$ cat config.mk
export PLATFORM = sky130hd
export DESIGN_NAME = irq_claim_engine
export DESIGN_NICKNAME = d
export VERILOG_FILES = /design/src/rtl/irq_claim_pkg.sv /design/src/rtl/ctx_arbiter.sv /design/src/rtl/irq_claim_engine.sv
export SDC_FILE = /design/constraint.sdc
export NUM_CORES = 1
export LEC_CHECK = 0
export BUFFER_PORTS_ARGS = -buffer_cell sky130_fd_sc_hd__clkbuf_2
export CAP_MARGIN = 0
export CORE_UTILIZATION = 44
export CTS_CLUSTER_DIAMETER = 80
export CTS_CLUSTER_SIZE = 12
export DETAILED_ROUTE_END_ITERATION = 8
export SETUP_SLACK_MARGIN = 0.02
export SLEW_MARGIN = 25
export SYNTH_ARGS = -nofsm -noshare
export SYNTH_HDL_FRONTEND = slang
export SYNTH_SLANG_ARGS = --single-unit
$ cat constraint.sdc
create_clock -name clk -period 23.5 [get_ports clk]
set_clock_uncertainty 0.05 [all_clocks]
set_input_delay 2.35 -clock clk [delete_from_list [all_inputs] [get_ports clk]]
set_output_delay 2.35 -clock clk [all_outputs]
set_load 0.01 [all_outputs]
$ cat src/rtl/irq_claim_pkg.sv
package irq_claim_pkg;
    localparam int PRIO_W = 3;
    typedef logic [PRIO_W-1:0] prio_t;
endpackage

$ cat src/rtl/ctx_arbiter.sv
module ctx_arbiter
    import irq_claim_pkg::*;
#(
    parameter int NUM_SRC = 32,
    localparam int ID_W = $clog2(NUM_SRC)
) (
    input  logic [NUM_SRC-1:0]             cand_mask,
    input  logic [NUM_SRC-1:0][PRIO_W-1:0] prio,
    input  prio_t                          thr,
    output logic [ID_W-1:0]                win_id,
    output logic                           win_vld
);
    localparam int LEAVES = 1 << ID_W;

    typedef struct packed {
        logic            vld;
        prio_t           prio;
        logic [ID_W-1:0] id;
    } node_t;

    // Right child carries the higher IDs, so it replaces the left one only
    // on a strictly greater priority: ties keep the lower ID.
    function automatic node_t better(node_t lo, node_t hi);
        if (hi.vld && (!lo.vld || hi.prio > lo.prio)) return hi;
        return lo;
    endfunction

    node_t node [1:2*LEAVES-1];

    for (genvar l = 0; l < LEAVES; l++) begin : g_leaf
        if (l < NUM_SRC) begin : g_real
            assign node[LEAVES+l] = '{vld:  cand_mask[l] && (prio[l] > thr),
                                      prio: prio[l],
                                      id:   ID_W'(l)};
        end else begin : g_pad
            assign node[LEAVES+l] = '0;
        end
    end

    for (genvar k = 1; k < LEAVES; k++) begin : g_node
        assign node[k] = better(node[2*k], node[2*k+1]);
    end

    assign win_vld = node[1].vld;
    assign win_id  = node[1].vld ? node[1].id : '0;
endmodule

$ cat src/rtl/irq_claim_engine.sv
module irq_claim_engine
    import irq_claim_pkg::*;
#(
    parameter int NUM_SRC = 32,
    parameter int NUM_CTX = 2,
    localparam int ID_W  = $clog2(NUM_SRC),
    localparam int CTX_W = (NUM_CTX > 1) ? $clog2(NUM_CTX) : 1
) (
    input  logic               clk,
    input  logic               rst_n,
    input  logic [NUM_SRC-1:0] src_level,
    input  logic               prio_we,
    input  logic [ID_W-1:0]    prio_sel,
    input  logic [PRIO_W-1:0]  prio_val,
    input  logic               en_we,
    input  logic [CTX_W-1:0]   en_ctx,
    input  logic [NUM_SRC-1:0] en_mask,
    input  logic               thr_we,
    input  logic [CTX_W-1:0]   thr_ctx,
    input  logic [PRIO_W-1:0]  thr_val,
    input  logic               claim_req,
    input  logic [CTX_W-1:0]   claim_ctx,
    output logic [ID_W-1:0]    claim_id,
    input  logic               cmpl_req,
    input  logic [ID_W:0]      cmpl_id,
    output logic [NUM_CTX-1:0] ctx_irq
);
    typedef struct packed {
        logic [NUM_SRC-1:0][PRIO_W-1:0] prio;
        logic [NUM_CTX-1:0][NUM_SRC-1:0] en;
        logic [NUM_CTX-1:0][PRIO_W-1:0]  thr;
        logic [NUM_SRC-1:0]              pend;
        logic [NUM_SRC-1:0]              clm;
    } state_t;

    state_t st_d, st_q;

    logic [NUM_CTX-1:0][ID_W-1:0] win_id;
    logic [NUM_CTX-1:0]           win_vld;
    logic                         claim_hit;
    logic [NUM_SRC-1:0]           pend_vec, clm_vec;

    for (genvar c = 0; c < NUM_CTX; c++) begin : g_ctx
        ctx_arbiter #(.NUM_SRC(NUM_SRC)) arb_i (
            .cand_mask (st_q.pend & ~st_q.clm & st_q.en[c]),
            .prio      (st_q.prio),
            .thr       (st_q.thr[c]),
            .win_id    (win_id[c]),
            .win_vld   (win_vld[c])
        );
    end

    assign ctx_irq   = win_vld;
    assign claim_hit = claim_req && (int'(claim_ctx) < NUM_CTX) && win_vld[claim_ctx];
    assign claim_id  = claim_hit ? win_id[claim_ctx] : '0;
    assign pend_vec  = st_q.pend;
    assign clm_vec   = st_q.clm;

    always_comb begin
        st_d = st_q;
        if (prio_we) begin
            st_d.prio[prio_sel] = (prio_sel == '0) ? '0 : prio_val;
        end
        if (en_we && int'(en_ctx) < NUM_CTX) begin
            st_d.en[en_ctx] = en_mask;
        end
        if (thr_we && int'(thr_ctx) < NUM_CTX) begin
            st_d.thr[thr_ctx] = thr_val;
        end
        st_d.pend    = src_level;
        st_d.pend[0] = 1'b0;
        if (cmpl_req && cmpl_id < (ID_W+1)'(NUM_SRC)) begin
            st_d.clm[cmpl_id[ID_W-1:0]] = 1'b0;
        end
        if (claim_hit) begin
            st_d.pend[claim_id] = 1'b0;
            st_d.clm[claim_id]  = 1'b1;
        end
        st_d.clm[0] = 1'b0;
    end

    always_ff @(posedge clk) begin
        if (!rst_n) st_q <= '0;
        else        st_q <= st_d;
    end
endmodule

Word-level counts from Yosys, hierarchy flattened:

Cells that the tools add are included.

* bits in registers: 230
* input bits: 91
* output and inout bits: 7
* logic and storage cells: 639

* order comparisons: 122
* multiplexer cells: 209
* bitwise operators: 9
* reduce and logical (&&, ||, !) cells: 259

Operators with widths (count)
* $mux 9: 124
* $gt 3x3->1: 110
* $and 32x32->32: 5
* $logic_and 1x1->1: 133
* $bwmux 96: 1
* $not 32->32: 3
* $mux 1: 66
* $bwmux 64: 1
* $mux 32: 2
* $mux 64: 1
* $logic_not 1->1: 62
* $logic_or 1x1->1: 62
* $demux 32 s1: 1
* $or 32x32->32: 1
* $mux 5: 5
* $lt 5x6->1 const B: 3
* $demux 3 s5: 1
* $ge 5x1->1 const B: 3
* $demux 1 s5: 2
* $mux 3: 3
* $bwmux 6: 1
* $lt 1x2->1 const B: 3
* $lt 6x6->1 const B: 1
* $logic_not 5->1: 1
* 3 further kinds: 4

Depth between registers and ports, before layout:

Gate-level depths: netlist (run 1).

* depth in word-level cells: 40
* mapped depth: 48

Cells and area by module:

A second synthesis (run 1) with hierarchy kept.

* cell total of the unflattened synthesis: 2714
* area, all modules: 21876.0 um^2

Modules (own cells, without submodules)
* ctx_arbiter: instances 2, cells each 844, area an instance 6242.2 um^2
* irq_claim_engine: instances 1, cells each 1026, area an instance 9391.5 um^2

Worst setup path after synthesis (run 1):

OpenSTA, ideal clock, no wires.

* path type: register to output
* start: register st_q[64] (netlist bit)
* end: output port claim_id[1]
* arrival: 8.379 ns
* path slack: 12.721 ns
* cell stages (with the launch flop): 42
* path buffers: 2
* path through: dfxtp_1 ha_1 nand3_1 and3_1 nand2_1 or2_2 clkbuf_1 mux2i_1 inv_1 ha_1 a21oi_1 a21oi_1 maj3_1 o21ai_0 mux2_2 ha_1 nor2b_1 o21ai_0 [6 not listed] a21o_1 a21oi_1 a31oi_1 o21bai_1 nand2_1 nor2_1 a21oi_1 ha_1 nor2b_1 o21a_1 o21ai_0 o41ai_2 and2b_2 nor2_1 a41oi_1 a211o_2 inv_2 buf_2

* cells in the longest elaborated chain, start to end: 31
* elaborated cells on any way between the ends: 272

RTL lines
* start, declared: line irq_claim_engine.sv:36 `state_t st_d, st_q;`
* start signal, assigned: line irq_claim_engine.sv:84 `else st_q <= st_d;`
* $gt 3x3->1: line ctx_arbiter.sv:32 `assign node[LEAVES+l] = '{vld: cand_mask[l] && (prio[l] > thr),`
* $logic_and 1x1->1: line ctx_arbiter.sv:32
* $logic_not 1->1: line ctx_arbiter.sv:24 `if (hi.vld && (!lo.vld || hi.prio > lo.prio)) return hi;`
* $logic_or 1x1->1: line ctx_arbiter.sv:24
* $logic_and 1x1->1: line ctx_arbiter.sv:24
* $mux 1: line ctx_arbiter.sv:24
* $mux 9: line ctx_arbiter.sv:25 `return lo;`
* $gt 3x3->1 or $logic_not 1->1 (tied branches): line ctx_arbiter.sv:24
* [15 not listed]
* $logic_or 1x1->1: line ctx_arbiter.sv:24
* $logic_and 1x1->1: line ctx_arbiter.sv:24
* $mux 1: line ctx_arbiter.sv:24
* $mux 9 *: line ctx_arbiter.sv:25
* $mux 5 or $mux 1 (tied branches): line ctx_arbiter.sv:45, irq_claim_engine.sv:54
* $mux 5 (implied by the code) or $mux 1 (tied branches): line irq_claim_engine.sv:55, irq_claim_engine.sv:54
* $mux 5 (implied by the code) or $logic_and 1x1->1 (tied branches): line irq_claim_engine.sv:55, irq_claim_engine.sv:54
* $mux 5 *: line irq_claim_engine.sv:55 `assign claim_id = claim_hit ? win_id[claim_ctx] : '0;`
* end, declared: line irq_claim_engine.sv:23 `output logic [ID_W-1:0] claim_id,`

Every way passes the cells marked *; elsewhere a longest branch is shown, timed or not. The select of a mux whose other input is x is not followed.

Final worst setup path (run 1):

* start: register st_q[65] (netlist bit)
* end: output port claim_id[0]

Same word-level chain as after synthesis.

==> flow_summary.toml, run 1 <==
[sta]
finalSetupViolCount = 0
finalCritPeriodShare_pct = 59.96
max_freq_ghz = 0.07097
fin_crit_ps = 14090
worst_pin_slew_ps = 1086
maxSlewHeadroom_pct = 27.63
hold_viol_final = 0
fin_hold_ws_ps = 399.7
postLayoutSetupSlackWorst_ps = 9410
rsz0062_at_grt = "no"
fin_tns_setup_ps = 0
slew_violations = 0

[critical_path]
cp.depth = 41
critical_path_arrival_ps = 11690
crit_path_end_kind = "output port"
crit_top_cell = "ha_1"
rrSetupSlack_ps = 12130
cpPeakStageDelay_ps = 690
path_delay_family = "compound AO/OA/AOI/OAI gates"
worstReg2RegStart = "st_q[65]$_SDFFE_PN0P_"
worstSetupPathType = "register to output port"
cpMaxStageDelayCell = "o22a_2"
r2r_end = "clm_vec[22]$_SDFF_PN0_"
critPathLaunchType = "register"
path_max_fanout = 32
worst_r2r_path_depth = 41
crit_start = "st_q[65]$_SDFFE_PN0P_"
crit_path_end = "claim_id[0]"
critPathRequiredTime_ps = 21100
path_buf_inv = 5

[floorplan]
initial_utilization_pct = 44.47
fp.dieW_um = 215.9
num_rows = 78
pin_count = 98
fp.coreArea_um2 = 45280
dieArea_um2 = 46630
dieHeight_um = 215.9

[layout]
fin_area_um2 = 21840
num-fill-cells = 4570
multi_input_area_um2 = 14650
register_area_um2 = 4526
fin_cells = 3334
syn_to_final_growth_pct = 8.481
final_layout_size_suffix_gt1_share_pct = 8.269
nets = 3119

[clocking]
post_cts_buffers = 0
cts_resized = 0
ctsHoldBuffers = 0
cts_sinks = 226
h-tree-depth = 1
cts_buffer_depth = 3
cts_tree = "done"
numCtsBuffers = 25
clkLatencyLatePin_ps = 570
cts_root_buf = "clkbuf_16"
clk_pin_slew_ps = 60

[synthesis]
yosys_register_bits = 226
syn_area_um2 = 20140
synth-simple-area-share_pct = 23.13
ys.flop_type = "dfxtp_1"
async_reset_ff_share_pct = 0
yosys-top-cells-count = "435 x nand2_1, 309 x a21oi_1, 303 x ha_1"
ys_top_cells_by_area = "dfxtp_1 22%, ha_1 19%, nand2_1 8.1%"
synth_most_common_cell = "nand2_1"
netlist_instances = 2675
synth.distinct_cells = 93
synth-compound-area-share_pct = 25.59
synth_top_family_by_area = "compound AO/OA/AOI/OAI gates"
yosys.area.top_type_share_pct = 22.47
yosysWarningCount = 0
synth_area_leader_cell = "dfxtp_1"
synth_nets = 3069
synth_edf_count = 0
avgSynthCellArea_um2 = 7.528
muxShareOfSynthArea_pct = 4.685
synth_fa_ha_area_share_pct = 19.33
ys_seq_area_share_pct = 22.47
synth_xor_area_share_pct = 0

[drt]
post-route-drc-count = 0
wl_met2_um = 30440
ant_nets = 0
highest_layer = "met4"
drt-pass1-iter-count = 6
num_vias = 20350
drt-initial-drc-count = 1685
viasPerCell = 6.104
wl_met1_um = 31800
postRouteWirelength_um = 69750
dr_wl_met3_um = 5009
wl_per_cell_um = 20.92

[placed_design]
port_buffers = 95
gp_congestion = 0.9514
place_inst = 3298
pre_cts_ws_ps = 10170
dpl_cell_area_um2 = 21130
post-dp-hpwl_um = 51160

[grt]
grt_overflow = 0
grt_pass1_vias = 19230
grt_max_degree = 70
antenna_found_initial = 2
grt_use_total_pct = 29.52
grt_pass1_wl_um = 108300

[outcome]
status = "finished, final reports clean"

[worst_hold_path]
min-delay-path-class = "register to register"

[pwr]
p_leak_nw = 9.383
cellPowerDensity_nw_per_um2 = 42.56
peakVddDrop_mv = 0.04637

[job]
cap_violations = 0
-- sequential cells by signal, summed over array words and instances, names as in the netlist --
signal and flops:
clm_vec 31, pend_vec 31, st_q 164
-- power breakdown --
group          switching [mW]  internal, mW  total, mW
Sequential            0.00685         0.393      0.400
Clock                   0.173         0.203      0.376
Combinational           0.104        0.0505      0.154
-- worst min path at each step --
| stage | slack (ps) | end | startpoint | depth (start not counted) |
|---|---|---|---|---|
| global route | 430 | st_q[81]$_SDFFE_PN0P_ | st_q[81]$_SDFFE_PN0P_ | 2 |
| detailed placement | 390 | st_q[116]$_SDFFE_PN0P_ | st_q[116]$_SDFFE_PN0P_ | 2 |
| CTS | 400 | st_q[116]$_SDFFE_PN0P_ | st_q[116]$_SDFFE_PN0P_ | 2 |
| global placement | 390 | st_q[117]$_SDFFE_PN0P_ | st_q[117]$_SDFFE_PN0P_ | 2 |
| floorplan | 380 | st_q[133]$_SDFFE_PN0P_ | st_q[133]$_SDFFE_PN0P_ | 2 |
| finish | 400 | st_q[116]$_SDFFE_PN0P_ | st_q[116]$_SDFFE_PN0P_ | 2 |
-- cell usage in the layout, fill, tap and decap left out, types with 6 or more instances in the layout --
cell       instances
a2bb2oi_1          6
nand4_1           11
o211ai_1          49
nor3_1            20
a21o_1            19
a211o_1            9
and2_1            34
dfxtp_1          225
nor2_1           109
a21oi_1          309
o21a_1            24
clkbuf_2          95
nand3b_1          31
a211oi_1          24
nor2b_1           59
o31ai_1           26
nor3b_1            7
nand2_1          435
and3_1            48
a22oi_1           16
nand2b_1          10
inv_1            149
a32oi_1            7
a31oi_1           48
mux2_2            18
ha_1             303
or2_2             12
buf_4             20
o31ai_2            8
a22o_1             7
maj3_1             9
mux2i_1           74
o211a_1           13
o21ai_0          173
clkbuf_16         25
o21bai_1          10
nand3_1          172
-- per-stage QoR --
| step | utilization [%] | total power [mW] |
|---|---|---|
| after floorplan | - | 0.5044 |
| after global placement | 46.66 | 0.5535 |
| after detailed placement | 46.67 | 0.5592 |
| after CTS | 48.23 | 0.9333 |
| after global routing | 48.23 | 0.9678 |
| final | 48.24 | 0.9298 |
-- cell families (layout without fill, tap and decap cells) --
kind of cell	after synthesis	count (layout)
simple gates	979	979
flops	226	226
other cells	0	1
mux	92	92
fa+ha+maj	313	313
compound gates	820	820
buf+inv	245	303
-- metal layers --
metal | vias to the layer above | track usage [%]
li1 | 9865 | -
met3 | 153 | 3.298
met1 | 9596 | 41.03
met5 | - | 0
met2 | 736 | 46.57
met4 | 0 | 11.41
-- worst register-to-register path: cells and delay by family (launching register included) --
family | cells | cell delay, ps
compound gates | 17 | 4360
simple gates | 10 | 2220
fa+ha+maj | 6 | 1840
mux | 4 | 1370
buf+inv | 4 | 1150
flops | 1 | 310
-- cell type report --
type | count | area share [%]
sequential | 226 | 20.72
clock buffer | 29 | 2.933
clock inverter | 6 | 0.3208
antenna | 1 | 0.01146
multi-input combinational | 2204 | 67.08
inverter | 153 | 2.640
tap | 600 | 3.437
timing repair buffer | 115 | 2.864
(Power assumes the default switching activity.)
==> run 2: changes to the inputs <==
- clock period: 23.5 -> 12.4 ns (I/O delays scaled with it)
==> run 2 against run 1 <==
Net effect:
- sequential cell count unchanged
- power up 91%
- worst hold slack better by 1.7 ps
- first-iteration DRC count down 2.8%
- core utilization up 0.47 points
- clock power up 92%
- via count up 0.58%
==> flow_summary.toml, run 2 (synthesized netlist as in run 1, its figures left out) <==
[drt]
drt-initial-drc-count = 1637
drt-pass1-iter-count = 5
wl_per_cell_um = 20.98
post-route-drc-count = 0
ant_nets = 0
num_vias = 20470
postRouteWirelength_um = 70330
viasPerCell = 6.107

[sta]
fin_crit_ps = 11650
max_freq_ghz = 0.08583
finalCritPeriodShare_pct = 93.96
finalSetupViolCount = 0
hold_viol_final = 0
slew_violations = 0
worst_pin_slew_ps = 1080
maxSlewHeadroom_pct = 28.03
fin_tns_setup_ps = 0
rsz0062_at_grt = "no"
fin_hold_ws_ps = 401.4

[grt]
grt_pass1_vias = 19440
antenna_found_initial = 2
grt_overflow = 0
grt_use_total_pct = 29.50
grt_max_degree = 95
grt_pass1_wl_um = 108900

[placed_design]
port_buffers = 95
gp_congestion = 0.9555
post-dp-hpwl_um = 52400
dpl_cell_area_um2 = 21220

[floorplan]
fp.dieW_um = 215.9
pin_count = 98
num_rows = 78
initial_utilization_pct = 44.47
fp.coreArea_um2 = 45280
dieArea_um2 = 46630
dieHeight_um = 215.9

[critical_path]
cpPeakStageDelay_ps = 480
crit_path_end_kind = "output port"
critical_path_arrival_ps = 10360
critPathLaunchType = "register"
cpMaxStageDelayCell = "buf_4"
critPathRequiredTime_ps = 11110
worstSetupPathType = "register to output port"
crit_top_cell = "ha_1"
path_max_fanout = 31

[job]
cap_violations = 0

[clocking]
clkLatencyLatePin_ps = 570
ctsHoldBuffers = 0
numCtsBuffers = 25
cts_root_buf = "clkbuf_16"
h-tree-depth = 1
cts_buffer_depth = 3
clk_pin_slew_ps = 60
cts_tree = "done"
cts_sinks = 226

[layout]
multi_input_area_um2 = 14670
final_common_cell = "nand2_1"
final_layout_size_suffix_gt1_share_pct = 9.157
antenna_cells = 0
top_register = "st_q"
largest_reg_flops = 164
final_cell_mix = "435 x nand2_1, 309 x a21oi_1, 303 x ha_1"
num-fill-cells = 4524
fin_area_um2 = 22060
syn_to_final_growth_pct = 9.544
register_area_um2 = 4524
nets = 3138

[pwr]
p_leak_nw = 9.500
peakVddDrop_mv = 0.09066
cellPowerDensity_nw_per_um2 = 80.56

[outcome]
status = "finished, final reports clean"

[worst_hold_path]
min-delay-path-class = "register to register"
==> run 2: cell types whose count changed in the layout (fill, tap and decap cells not counted), moves of 2 or more <==
| cell | previous run | this run |
|---|---|---|
| buf_4 | 20 | 37 |
| clkbuf_1 | 4 | 0 |
| o21ai_0 | 173 | 170 |
| buf_12 | 0 | 2 |
| o21ai_1 | 3 | 6 |
| inv_1 | 149 | 147 |
| clkbuf_8 | 0 | 2 |
| clkinv_4 | 0 | 2 |
==> run 2: layout make-up <==
class | instances | area share (%)
multi-input combinational | 2204 | 66.51
clock buffer | 27 | 2.961
tap | 600 | 3.403
timing repair buffer | 134 | 3.596
clock inverter | 8 | 0.3744
sequential | 226 | 20.51
inverter | 153 | 2.649
==> run 2: what timing repair did <==
action                     4_1_cts  5_1_grt
resized for setup                0        8
buffers inserted                 0        6
setup endpoints to repair        0        3
==> run 2: power by group <==
group          switching, mW  leakage, nW  internal (mW)
sequential            0.0117         1.84          0.744
combinational          0.200         7.30          0.100
clock                  0.325        0.362          0.395
total                  0.537         9.50           1.24
==> run 2: worst paths after layout <==
path / startpoint / endpoint / slack (ps) / depth (start not counted)
worst min register to register: st_q[116]$_SDFFE_PN0P_ / st_q[116]$_SDFFE_PN0P_ / 400 / 2
worst min-delay path: st_q[116]$_SDFFE_PN0P_ / st_q[116]$_SDFFE_PN0P_ / 400 / 2
worst max register to register: st_q[65]$_SDFFE_PN0P_ / pend_vec[3]$_SDFF_PN0_ / 2000 / 42
worst max-delay path: st_q[65]$_SDFFE_PN0P_ / claim_id[0] / 750 / 42
==> run 2: stage by stage <==
stage	instances	util [%]	power, mW	setup WS, ps
floorplan	2675	-	0.9558	2731
global placement	3310	46.86	1.053	1247
detailed placement	3310	46.86	1.063	1046
CTS	3345	48.49	1.782	428.8
global route	3352	48.71	1.850	46.68
finish	3352	48.71	1.777	749.3
==> run 2: critical path, delay by kind of cell (launching register included) <==
kind | cells | cell delay [ps]
AND/OR/NAND/NOR | 11 | 1910
AO/OA/AOI/OAI | 17 | 3900
flip-flops | 1 | 310
adder cells (fa/ha/maj) | 6 | 1960
multiplexers | 3 | 880
buffers and inverters | 5 | 780
==> run 2: layer usage <==
layer	share of wire (%)	routed length, µm	vias to the layer above	global-route usage, %
met5	0	0	-	0
met4	3.2	2271	0	10.05
met3	6.8	4778	126	3.383
met2	44	31210	682	47.32
met1	46	32070	9759	40.82
li1	-	-	9902	-
==> run 3: changes to the inputs <==
- CORE_UTILIZATION: 44 -> 35
==> run 3 against run 2 <==
Net effect:
- register-to-register slack worse by 20 ps
- critical path depth is 1 higher
- clock power is 9.2% higher
==> flow_summary.toml, run 3 (synthesized netlist as in run 1, its figures left out) <==
[critical_path]
cpPeakStageDelay_ps = 390
path_delay_family = "compound AO/OA/AOI/OAI gates"
path_buf_inv = 6
critPathRequiredTime_ps = 11110
worstSetupPathType = "register to output port"
cpMaxStageDelayCell = "a211o_1"
crit_top_cell = "ha_1"
crit_path_end_kind = "output port"
critical_path_arrival_ps = 10460
path_max_fanout = 32
critPathLaunchType = "register"

[placed_design]
dpl_cell_area_um2 = 21450
post-dp-hpwl_um = 53940
gp_congestion = 0.9621
place_inst = 3463
pre_cts_ws_ps = 1154
port_buffers = 95

[sta]
slew_violations = 0
fin_tns_setup_ps = 0
fin_crit_ps = 11750
hold_viol_final = 0
rsz0062_at_grt = "no"
worst_pin_slew_ps = 1068
maxSlewHeadroom_pct = 28.79
finalCritPeriodShare_pct = 94.77
finalSetupViolCount = 0
max_freq_ghz = 0.08509
fin_hold_ws_ps = 400.2
postLayoutSetupSlackWorst_ps = 648.1

[clocking]
cts_root_buf = "clkbuf_16"
clk_pin_slew_ps = 60
cts_buffer_depth = 3
h-tree-depth = 1
post_cts_buffers = 0
numCtsBuffers = 26
cts_sinks = 226
cts_tree = "done"
clkLatencyLatePin_ps = 590

[layout]
nets = 3130
syn_to_final_growth_pct = 10.87
fin_cells = 3503
top_register = "st_q"
final_cell_mix = "435 x nand2_1, 309 x a21oi_1, 303 x ha_1"
largest_reg_flops = 164
final_common_cell = "nand2_1"
fin_area_um2 = 22330
final_layout_size_suffix_gt1_share_pct = 9.071

[floorplan]
fp.coreArea_um2 = 56600
dieHeight_um = 241.9
fp.dieW_um = 241.9
pin_count = 98
num_rows = 87
dieArea_um2 = 58500
initial_utilization_pct = 35.57

[drt]
wl_per_cell_um = 20.45
drt-initial-drc-count = 1474
drt-pass1-iter-count = 6
num_vias = 20510
viasPerCell = 5.854
post-route-drc-count = 0
postRouteWirelength_um = 71620
ant_nets = 0

[grt]
grt_max_degree = 71
grt_pass1_wl_um = 109400
grt_pass1_vias = 19310
grt_overflow = 0
antenna_found_initial = 6
grt_use_total_pct = 23.52

[pwr]
cellPowerDensity_nw_per_um2 = 82.53
peakVddDrop_mv = 0.09334
p_leak_nw = 9.499

[worst_hold_path]
min-delay-path-class = "register to register"

[job]
cap_violations = 0

[outcome]
status = "finished, final reports clean"
[run 3: area by class of cell]
type	instances	area [µm²]
multi-input combinational	2204	14700
clock inverter	10	167.7
sequential	226	4524
tap	756	945.9
fill	5806	34280
inverter	153	583.1
clock buffer	27	664.4
antenna	2	5.005
timing repair buffer	125	735.7
[run 3: worst reg2reg max path, delay by kind of cell (launching register included)]
family	cells	cell delay [ps]
AOI/OAI and AO/OA	19	4090
and+or+nand+nor	11	2430
adders and majority gates	5	1590
muxes	3	910
buffers and inverters	4	900
DFF	1	380
[run 3: repair_timing]
action,in CTS,in global routing
resized for setup,0,10
hold buffers,0,0
setup endpoints to repair,0,2
[run 3: worst paths after layout]
kind	from	end	slack, ps	depth (start not counted)
setup reg to reg	st_q[66]$_SDFFE_PN0P_	clm_vec[6]$_SDFF_PN0_	1980	42
hold reg to reg	st_q[115]$_SDFFE_PN0P_	st_q[115]$_SDFFE_PN0P_	400	2
hold / removal	st_q[115]$_SDFFE_PN0P_	st_q[115]$_SDFFE_PN0P_	400	2
setup / recovery	st_q[66]$_SDFFE_PN0P_	claim_id[0]	650	43
[run 3: report_power, final]
group / internal [mW] / leakage [nW] / switching [mW] / total (mW)
Sequential: 0.744 / 1.84 / 0.0122 / 0.757
Clock: 0.449 / 0.403 / 0.337 / 0.787
Combinational: 0.100 / 7.26 / 0.199 / 0.299
[run 3: per-stage QoR]
| step | utilization, % | total power [mW] |
|---|---|---|
| after global placement | 37.90 | 1.055 |
| final | 39.44 | 1.843 |
| after floorplan | - | 0.9558 |
| after detailed placement | 37.90 | 1.066 |
| after CTS | 39.37 | 1.852 |
| after global routing | 39.44 | 1.916 |
[run 3: metal layers]
metal | track usage (%) | part of all wire [%] | vias up | wire (µm)
met4 | 7.204 | 3.3 | 0 | 2339
met5 | 0 | 0 | - | 0
met1 | 31.44 | 45 | 9804 | 32210
met2 | 39.28 | 46 | 674 | 32710
li1 | - | - | 9895 | -
met3 | 2.830 | 6.1 | 134 | 4358
